[config.mk]
export PLATFORM = sky130hd
export DESIGN_NAME = rename_regfile
export DESIGN_NICKNAME = d
export VERILOG_FILES = /design/src/rtl/rrf_pkg.sv /design/src/rtl/rrf_entry.sv /design/src/rtl/rrf_read_port.sv /design/src/rtl/rename_regfile.sv
export SDC_FILE = /design/constraint.sdc
export NUM_CORES = 1
export LEC_CHECK = 0
export BUFFER_PORTS_ARGS = -buffer_cell sky130_fd_sc_hd__clkbuf_2
export CAP_MARGIN = 20
export CELL_PAD_IN_SITES_DETAIL_PLACEMENT = 1
export CELL_PAD_IN_SITES_GLOBAL_PLACEMENT = 1
export CORE_ASPECT_RATIO = 1.25
export CORE_MARGIN = 5
export CORE_UTILIZATION = 34
export CTS_CLUSTER_SIZE = 40
export DETAILED_ROUTE_END_ITERATION = 7
export PLACE_DENSITY_LB_ADDON = 0.1
export SYNTH_ARGS = -nofsm -noshare
export SYNTH_HDL_FRONTEND = slang
export SYNTH_SLANG_ARGS = --single-unit
[constraint.sdc]
create_clock -name clk -period 2.9 [get_ports clk]
set_input_delay 0 -clock clk [delete_from_list [all_inputs] [get_ports clk]]
set_output_delay 0 -clock clk [all_outputs]
set_load 0.03 [all_outputs]
[src/rtl/rrf_pkg.sv]
`timescale 1ns/1ps
package rrf_pkg;
  typedef enum logic {
    MODE_VALUE = 1'b0,
    MODE_TAG   = 1'b1
  } rrf_mode_e;
endpackage

[src/rtl/rrf_entry.sv]
`timescale 1ns/1ps
module rrf_entry
  import rrf_pkg::*;
#(
  parameter int DATA_W = 16,
  parameter int TAG_W  = 4
) (
  input  logic              clk,
  input  logic              rst_n,
  input  logic              wr_en,
  input  logic [TAG_W-1:0]  wr_tag,
  input  logic              bc_valid,
  input  logic [TAG_W-1:0]  bc_tag,
  input  logic [DATA_W-1:0] bc_data,
  input  logic              rec_en,
  input  logic [DATA_W-1:0] rec_data,
  output logic              is_tag,
  output logic [DATA_W-1:0] payload,
  output logic              bc_hit
);
  rrf_mode_e         mode_q;
  logic [DATA_W-1:0] word_q;

  // an entry resolves only while it still waits on exactly this tag
  assign bc_hit  = bc_valid && (mode_q == MODE_TAG) && (word_q[TAG_W-1:0] == bc_tag);
  assign is_tag  = (mode_q == MODE_TAG);
  assign payload = word_q;

  always_ff @(posedge clk or negedge rst_n) begin
    if (!rst_n) begin
      mode_q <= MODE_VALUE;
      word_q <= '0;
    end else if (rec_en) begin
      mode_q <= MODE_VALUE;
      word_q <= rec_data;
    end else if (wr_en) begin
      mode_q <= MODE_TAG;
      word_q <= DATA_W'(wr_tag);
    end else if (bc_hit) begin
      mode_q <= MODE_VALUE;
      word_q <= bc_data;
    end
  end
endmodule

[src/rtl/rrf_read_port.sv]
`timescale 1ns/1ps
module rrf_read_port #(
  parameter int NUM_REGS = 8,
  parameter int DATA_W   = 16,
  parameter int ADDR_W   = 3
) (
  input  logic [ADDR_W-1:0]                addr,
  input  logic [NUM_REGS-1:0]              ent_is_tag,
  input  logic [NUM_REGS-1:0][DATA_W-1:0]  ent_payload,
  input  logic [NUM_REGS-1:0]              ent_hit,
  input  logic [DATA_W-1:0]                bc_data,
  output logic                             is_tag,
  output logic [DATA_W-1:0]                data
);
  logic in_range;
  assign in_range = ({1'b0, addr} < (ADDR_W+1)'(NUM_REGS));

  always_comb begin
    is_tag = 1'b0;
    data   = '0;
    if (in_range) begin
      if (ent_hit[addr]) begin
        is_tag = 1'b0;
        data   = bc_data;
      end else begin
        is_tag = ent_is_tag[addr];
        data   = ent_payload[addr];
      end
    end
  end
endmodule

[src/rtl/rename_regfile.sv]
`timescale 1ns/1ps
module rename_regfile #(
  parameter int NUM_REGS = 8,
  parameter int DATA_W   = 16,
  parameter int TAG_W    = 4,
  localparam int ADDR_W  = (NUM_REGS > 1) ? $clog2(NUM_REGS) : 1
) (
  input  logic                         clk,
  input  logic                         rst_n,
  input  logic [ADDR_W-1:0]            src_a_addr,
  output logic                         src_a_is_tag,
  output logic [DATA_W-1:0]            src_a_data,
  input  logic [ADDR_W-1:0]            src_b_addr,
  output logic                         src_b_is_tag,
  output logic [DATA_W-1:0]            src_b_data,
  input  logic                         dst_valid,
  input  logic [ADDR_W-1:0]            dst_addr,
  input  logic [TAG_W-1:0]             dst_tag,
  input  logic                         cdb_valid,
  input  logic [TAG_W-1:0]             cdb_tag,
  input  logic [DATA_W-1:0]            cdb_data,
  input  logic                         recover,
  input  logic [NUM_REGS*DATA_W-1:0]   arch_values
);
  logic [NUM_REGS-1:0]             ent_is_tag;
  logic [NUM_REGS-1:0][DATA_W-1:0] ent_payload;
  logic [NUM_REGS-1:0]             ent_hit;

  // entry 0 is hard-wired to value zero; its committed slice is dropped
  assign ent_is_tag[0]  = 1'b0;
  assign ent_payload[0] = '0;
  assign ent_hit[0]     = 1'b0;
  logic unused_arch0;
  assign unused_arch0 = ^arch_values[DATA_W-1:0];

  for (genvar gi = 1; gi < NUM_REGS; gi++) begin : g_ent
    logic wr_sel;
    assign wr_sel = dst_valid && (dst_addr == ADDR_W'(gi));
    rrf_entry #(.DATA_W(DATA_W), .TAG_W(TAG_W)) ent_i (
      .clk      (clk),
      .rst_n    (rst_n),
      .wr_en    (wr_sel),
      .wr_tag   (dst_tag),
      .bc_valid (cdb_valid),
      .bc_tag   (cdb_tag),
      .bc_data  (cdb_data),
      .rec_en   (recover),
      .rec_data (arch_values[gi*DATA_W +: DATA_W]),
      .is_tag   (ent_is_tag[gi]),
      .payload  (ent_payload[gi]),
      .bc_hit   (ent_hit[gi])
    );
  end

  rrf_read_port #(.NUM_REGS(NUM_REGS), .DATA_W(DATA_W), .ADDR_W(ADDR_W)) rd_a_i (
    .addr        (src_a_addr),
    .ent_is_tag  (ent_is_tag),
    .ent_payload (ent_payload),
    .ent_hit     (ent_hit),
    .bc_data     (cdb_data),
    .is_tag      (src_a_is_tag),
    .data        (src_a_data)
  );

  rrf_read_port #(.NUM_REGS(NUM_REGS), .DATA_W(DATA_W), .ADDR_W(ADDR_W)) rd_b_i (
    .addr        (src_b_addr),
    .ent_is_tag  (ent_is_tag),
    .ent_payload (ent_payload),
    .ent_hit     (ent_hit),
    .bc_data     (cdb_data),
    .is_tag      (src_b_is_tag),
    .data        (src_b_data)
  );
endmodule

## Word level (Yosys, flattened, before mapping)

Cells that the tools add are included.

- Bits in registers: 119
- Bits of input ports: 166
- Word-level logic and storage cells: 116

- Magnitude comparators: 2
- Eq/ne operators: 14
- Muxes and demuxes: 58
- Reductions and logical operators: 28

Operators with widths:

| cell | number |
|---|---|
| two-way mux 16 bit | 25 |
| binary-select mux 16 bit (select 3 bit) | 2 |
| == test 4 bit | 7 |
| two-way mux 1 bit | 27 |
| logical AND 1 bit | 21 |
| nonzero test 3 bit | 7 |
| binary-select mux 1 bit (select 3 bit) | 4 |
| == test 3 bit (second input constant) | 4 |
| less-than comparator 3 x 4 -> 1 bit (second input constant) | 2 |
| == test 3 x 2 -> 1 bit (second input constant) | 2 |
| == test 3 x 1 -> 1 bit (second input constant) | 1 |

## Logic depth before layout (Yosys ltp)

Gate-level depths: netlist (run 1).

- Depth in word-level cells: 5
- Depth in mapped cells: 10

## Hierarchy

From an unflattened synthesis (run 1), not the netlist that was laid out.

- Cells, all modules: 942
- Area total of the unflattened synthesis: 10,334.9 sq um

Modules (own cells, without submodules):

| module | times used | cells each | area an instance (sq um) |
|---|---|---|---|
| rrf_entry | 7 | 110 | 1,078.5 |
| rrf_read_port | 2 | 82 | 1,350.0 |
| rename_regfile | 1 | 8 | 85.1 |

## Worst setup path before layout (run 1)

No wires, ideal clock.

- Kind: flip-flop to output port
- Start: register g_ent[7].ent_i.word_q[0]
- End: output src_a_data[10]
- Data arrival time: 2.709 ns
- Slack: 0.191 ns
- Cell stages (with the launch flop): 9
- Path buffers: 2
- Path through: dfrtp_1 > xor2_1 > nor3_4 > nand2_1 > mux4_2 > and2_1 > buf_4 > buf_6 > a222oi_1

- Word-level cells in the longest chain between the ends: 5

Ends and longest elaborated chain:

| item | line | text |
|---|---|---|
| start, declared | rrf_entry.sv:22 | `logic [DATA_W-1:0] word_q;` |
| start signal, assigned | rrf_entry.sv:35 | `word_q <= rec_data;` |
| start signal, assigned | rrf_entry.sv:38 | `word_q <= DATA_W'(wr_tag);` |
| start signal, assigned | rrf_entry.sv:41 | `word_q <= bc_data;` |
| == test 4 bit | rrf_entry.sv:25 | `assign bc_hit = bc_valid && (mode_q == MODE_TAG) && (word_q[TAG_W-1:0] == bc_tag);` |
| logical AND 1 bit | rrf_entry.sv:25 |  |
| binary-select mux 1 bit (select 3 bit) | rrf_read_port.sv:22 | `if (ent_hit[addr]) begin` |
| two-way mux 1 bit (implied by the code) | rrf_read_port.sv:22 |  |
| two-way mux 16 bit | rrf_read_port.sv:22 |  |
| end, declared | rename_regfile.sv:12 | `output logic [DATA_W-1:0] src_a_data,` |

No other way between the ends. The select of a mux whose other input is x is not followed.

## Worst setup path in the final report (run 1)

- Start: register g_ent[6].ent_i.word_q[1]
- End: output src_a_data[4]

- Word-level cells in the longest chain between the ends: 5

Ends and longest elaborated chain:

| item | line |
|---|---|
| start, declared | rrf_entry.sv:22 |
| start signal, assigned | rrf_entry.sv:35 |
| start signal, assigned | rrf_entry.sv:38 |
| start signal, assigned | rrf_entry.sv:41 |
| == test 4 bit | rrf_entry.sv:25 |
| logical AND 1 bit | rrf_entry.sv:25 |
| binary-select mux 1 bit (select 3 bit) | rrf_read_port.sv:22 |
| two-way mux 1 bit (implied by the code) | rrf_read_port.sv:22 |
| two-way mux 16 bit | rrf_read_port.sv:22 |

No other way between the ends. The select of a mux whose other input is x is not followed.

==> results of run 1 <==
worst max path at each step:
stage,cells after the start,from,end
after floorplan,8,g_ent[7].ent_i.payload[0]$_DFFE_PN0P_,src_a_data[10]
after global placement,7,g_ent[6].ent_i.payload[1]$_DFFE_PN0P_,src_a_data[4]
after detailed placement,7,g_ent[4].ent_i.payload[2]$_DFFE_PN0P_,src_a_data[5]
after CTS,7,g_ent[4].ent_i.payload[3]$_DFFE_PN0P_,src_a_data[4]
after global routing,7,g_ent[6].ent_i.payload[1]$_DFFE_PN0P_,src_a_data[4]
final,7,g_ent[6].ent_i.payload[1]$_DFFE_PN0P_,src_a_data[4]
placed cells by master, fill, tap and decap left out, types with 14 or more instances in the layout:
cell type / instances
o221a_2: 14
dfrtp_1: 118
nor2_1: 113
mux2_2: 32
clkbuf_2: 167
dlygate4sd3_1: 113
a21o_1: 28
a222oi_1: 15
a311oi_1: 16
xor2_1: 24
a21oi_1: 88
buf_4: 60
inv_1: 33
a221o_1: 15
mux4_2: 35
nand3_1: 21
clkbuf_16: 17
nand2_1: 133
o21ai_0: 89
mux2i_1: 37
logic make-up after synthesis:
family	Yosys count	share of synthesized area (%)
AO/OA/AOI/OAI	306	23.70
XOR/XNOR	28	2.879
buffers and inverters	121	5.685
flip-flops	119	34.96
multiplexers	104	17.83
AND/OR/NAND/NOR	302	14.94
what timing repair did:
action                                 in CTS  in global routing
endpoints found under the hold margin     168                  0
buffers inserted                            6                  4
setup endpoints to repair                  16                 16
pin swaps                                   6                  9
hold buffers                              113                  0
cloned                                      1                  0
gates resized for setup                     3                 30
through the flow:
stage	util [%]	area [sq um]	cells	total power (uW)	hold slack [ns]
floorplan	-	8517	980	2752	-0.2956
global placement	40.07	9851	1449	3270	0.1828
detailed placement	40.07	9851	1449	3289	0.1843
CTS	47.36	11640	1601	5621	0.05218
global route	47.67	11720	1605	5859	0.09298
finish	47.67	11720	1605	5613	0.05805
worst max-delay path: stages, from the launching register on:
cell      delay, ns
dfrtp_2        0.43
xor2_1         0.16
nor3_2         0.25
nand4_1        0.15
mux4_2         0.53
and2_4         0.21
a222oi_1       0.59
buf_4          0.28
layer usage:
metal / routed length, um / GRT usage (%)
met1: 14660 / 31.29
met2: 18610 / 45.42
met3: 1997 / 4.411
met4: 1184 / 9.059
met5: 13 / 0
power by group through the flow:
stage / registers, uW / logic (uW) / clock network, uW
6_report: 1950 / 1470 / 2190
5_1_grt: 1970 / 1580 / 2300
4_1_cts: 1960 / 1450 / 2220
3_5_place_dp: 1990 / 1300 / 0
3_3_place_gp: 1980 / 1290 / 0
2_1_floorplan: 1930 / 823 / 0
registers in the layout, summed over array words and instances (netlist names):
name                 flops
g_ent.ent_i.payload    112
g_ent.ent_i.is_tag       7
final cells by class:
cell class | count | share of cell area [%]
Multi-Input combinational cell | 741 | 43.41
Clock buffer | 18 | 3.748
Tap cell | 330 | 3.523
Inverter | 35 | 1.121
Sequential cell | 119 | 25.42
Timing Repair Buffer | 348 | 21.48
Clock inverter | 14 | 1.292
==> summary.txt, run 1 <==
status - finished, violations left
failing checks - setup timing
P_sw - 1894 uW
IO Pins - 200
Post-Synthesis Cells - 980
CTS tree - yes
total routed wirelength - 36470 um
TNS Setup - -0.2349 ns
remaining antenna violation count - 0
Yosys warnings - 0
share of layout cells above drive strength 1 - 28.24%
area of the multi-input gates - 5087 sq um
Slew Viols, Final - 0
reg2reg start - g_ent[1].ent_i.payload[0]$_DFFE_PN0P_
switching part of the total - 33.74%
register area - 2979 sq um
Peak VDD IR - 0.3566 mV
Avg WL per Cell - 22.72 um
core area - 24580 sq um
total grt overflow - 0
drt pass-1 iters - 5
top cells by count, synth - nand2_1, dfrtp_1, nor2_1, a21oi_1, o21ai_0
Pwr Density - 479.0 nW/um^2
synthesized cell area - 8517 sq um
Lkg Pwr - 0.005523 uW
initial antenna violation count - 1
endpoint class of the critical path - primary output
Min-Delay Endpoint - g_ent[1].ent_i.payload[14]$_DFFE_PN0P_
R2R depth - 8
R2R Setup Slk - 0.96 ns
vias per inst - 5.636
DRT iter0 DRCs - 507
clock power share - 39.0%
Die ar. - 28330 sq um
RSZ-0062 raised after global routing - true
hold crit path type - input pin to register
Reg2Reg Capture Point - g_ent[1].ent_i.payload[3]$_DFFE_PN0P_
Startpoint Class - register
# DRC - 0
Syn Nets - 1146
count of final hold-check violations - 0
top-area cell type share of the netlist area - 34.96%
Min-Delay Path Depth - 3
Max Fclk - 0.3323 GHz
CP Max Fanout - 7
count of cell types in the netlist - 47
Die Y - 187.0 um
Post-synth ARST share - 100.0%
sequential fraction of the synthesis area - 34.96%
most frequent cell after synthesis - nand2_1
Comb pwr share - 26.1%
clock sink count - 119
Chip Width - 151.6 um
Req. time, crit path - 2.90 ns
hpwl dp - 26030 um
vias after detailed routing - 9046
Worst Path Arrival - 3.01 ns
area leader, netlist - dfrtp_1
number of global-route vias before repair - 9783
Worst-Skew Late Latency - 0.43 ns
Mean Syn Cell Area - 8.691 sq um
routability cong. - 0.8944
Least-Margin Pin Slew - 0.9098 ns
CTS H-tree lvls - 4
commonest register cell after synthesis - dfrtp_1
number of max-cap violations - 0
Initial Util - 34.64%
Int Pwr - 3719 uW
sequential power share - 34.8%
fill count - 2940
EDFF count, synth - 0
largest net degree at the start of global routing - 102
TritonCTS buffer count - 17
Layout Area Growth over Synthesis - 37.59%
Nets - 1428
Clock Skew - 0.01116 ns
CTS clk-pin slew, worst paths - 0.06 ns
critical path class - register to primary output
Tcrit/Tclk final - 103.8%
final worst path period need - 3.009 ns
Final WS setup - -0.1090 ns
headroom to the max-slew limit - 39.35%
clock tree buffer depth - 2
Setup WS pre-CTS - 0.07033 ns
Port Buffers - 183
Yosys reg bits - 119
Area contributors post-synth - dfrtp_1, mux4_2, nand2_1, a21oi_1, o21ai_0
number of diodes - 0
Total GRT Usage - 25.77%
CTS root buffer - clkbuf_16
global-route wire length before repair - 55940 um
final setup vio count - 3
row count - 64
HP Start - cdb_data[14]
Note: power is estimated with default switching activity, not from simulation.
==> run 2: changes to the inputs <==
SYNTH_HIERARCHICAL = 1   (was not set)
==> run 2 against run 1 <==
The flow now finishes without violations. Setup slack better by 0.19 ns. Die area up 20%. Global-route usage decreased by 1.9 points. Synthesized cell count down 3.9%. Via count is 4.1% higher. Highest routed layer is now met4. Register-to-register slack better by 0.26 ns. Count of clock-buffer cells in the layout grew 4.
==> summary.txt, run 2 <==
status - finished clean
area leader, netlist - dfrtp_1
routability cong. - 0.8228
Slew Viols, Final - 0
Nets - 1450
Layout Area Growth over Synthesis - 35.51%
Peak VDD IR - 0.3223 mV
Placed Cells - 1520
TritonCTS buffer count - 17
largest net degree at the start of global routing - 98
most frequent cell after synthesis - nand2_1
vias per inst - 5.548
CTS tree - yes
Avg WL per Cell - 23.73 um
EDFF count, synth - 0
share of layout cells above drive strength 1 - 42.98%
Hold WS - 0.02119 ns
fill count - 3365
Yosys warnings - 6
Final Non-Filler Cells - 1697
CTS H-tree lvls - 4
# DRC - 0
area of the multi-input gates - 7044 sq um
number of flip-flops in the largest register - 112
total grt overflow - 0
TNS Setup - 0 ns
Worst Path Arrival - 2.81 ns
Pwr Density - 449.9 nW/um^2
Initial Util - 34.42%
number of global-route vias before repair - 10540
sequential fraction of the synthesis area - 28.81%
core area - 30030 sq um
Req. time, crit path - 2.90 ns
CTS root buffer - clkbuf_16
top-area cell type share of the netlist area - 28.81%
Mean Syn Cell Area - 10.97 sq um
DRT iter0 DRCs - 427
Least-Margin Pin Slew - 0.7499 ns
initial antenna violation count - 0
Die Y - 204.9 um
endpoint class of the critical path - primary output
CP Max Fanout - 5
clock sink count - 119
hpwl dp - 29350 um
total routed wirelength - 40270 um
global-route wire length before repair - 62240 um
IO Pins - 200
Area contributors post-synth - dfrtp_1, mux4_2, o211ai_2, nand4b_1, nand2_1
critical path class - register to primary output
drt pass-1 iters - 5
Clock Skew - 0.01269 ns
final worst path period need - 2.814 ns
Tcrit/Tclk final - 97.04%
Startpoint Class - register
vias after detailed routing - 9415
count of final hold-check violations - 0
Yosys reg bits - 119
hold crit path type - input pin to register
Post-Synthesis Cells - 942
clock tree buffer depth - 2
synthesized cell area - 10330 sq um
Core Util, Final - 46.64%
top cells by count, synth - nand2_1, dfrtp_1, nand4b_1, mux4_2, o211ai_2
row count - 71
RSZ-0062 raised after global routing - false
Chip Width - 165.9 um
register area - 2995 sq um
commonest register cell after synthesis - dfrtp_1
number of diodes - 0
Die ar. - 34010 sq um
most frequent cells in the layout - nand2_1, clkbuf_2, dlygate4sd3_1, dfrtp_1, nand4b_1
Worst-Skew Late Latency - 0.44 ns
final setup vio count - 0
Post-synth ARST share - 100.0%
headroom to the max-slew limit - 50.00%
Max Fclk - 0.3554 GHz
count of cell types in the netlist - 37
CTS clk-pin slew, worst paths - 0.06 ns
Lkg Pwr - 0.005906 uW
number of max-cap violations - 0
Port Buffers - 183
remaining antenna violation count - 0
commonest non-fill, non-tap cell in the layout - nand2_1
Total GRT Usage - 23.88%
-- run 2: kinds of logic after synthesis --
kind of cell / count (synthesis) / synth area share (%)
AO/OA/AOI/OAI: 210 / 17.54
XOR/XNOR: 28 / 2.373
other: 1 / 0.03628
multiplexers: 147 / 24.94
buffers and inverters: 99 / 6.659
AND/OR/NAND/NOR: 338 / 19.64
flip-flops: 119 / 28.81
-- run 2: path summary, 6_finish.rpt --
path / startpoint / endpoint / slack (ns) / cells past startpoint
max in group asynchronous: rst_n / g_ent[1].ent_i/payload[6]$_DFFE_PN0P_ / 1.88 / 3
setup reg to reg: g_ent[3].ent_i/payload[0]$_DFFE_PN0P_ / g_ent[3].ent_i/payload[7]$_DFFE_PN0P_ / 1.22 / 6
hold reg to reg: g_ent[4].ent_i/payload[7]$_DFFE_PN0P_ / g_ent[4].ent_i/payload[7]$_DFFE_PN0P_ / 0.56 / 2
min in group asynchronous: rst_n / g_ent[7].ent_i/payload[2]$_DFFE_PN0P_ / 0.16 / 2
hold / removal: arch_values[113] / g_ent[7].ent_i/payload[1]$_DFFE_PN0P_ / 0.02 / 5
setup / recovery: g_ent[4].ent_i/payload[0]$_DFFE_PN0P_ / src_b_data[12] / 0.09 / 10
-- run 2: power by group --
part           switching (uW)  internal, uW
Combinational            1060           988
Clock                     817          1430
Sequential                172          1830
-- run 2: what timing repair did --
action	CTS	global route
resized for setup	52	15
hold buffers	107	0
setup endpoints to repair	33	13
pin swaps	0	3
gates cloned	1	0
buffers inserted	35	3
endpoints found under the hold margin	155	0
-- run 2: cell type report --
cell class / count / share of cell area, %
multi-input combinational: 759 / 50.30
timing repair buffer: 366 / 19.21
clock buffer: 22 / 3.458
clock inverter: 9 / 0.8755
inverter: 21 / 1.188
sequential: 119 / 21.39
tap: 401 / 3.583
-- run 2: worst max-delay path, cell delays in order, from the launching register on --
cell      delay, ns
dfrtp_1        0.42
xor2_2         0.21
nor4_4         0.09
nand2b_4       0.12
clkinv_8       0.05
mux4_2         0.48
mux2i_4        0.26
buf_12         0.15
buf_16         0.11
mux2_4         0.29
clkbuf_2       0.18
-- run 2: metal layers --
layer  track usage, %  part of all wire, %  vias up
met2            44.50                   54      232
met4            9.195                  3.3        0
li1                 -                    -     4322
met1            27.53                   39     4791
met5                0                    0        -
met3            3.667                  3.2       70
-- run 2: through the flow --
stage               area [sq um]  worst slack [ns]  total power [uW]
floorplan                  10470            0.4373              3165
global placement           11650            0.2266              3803
detailed placement         11650            0.2065              3837
CTS                        13900           0.01649              6323
global route               14000         0.0009717              6567
finish                     14000           0.08587              6300
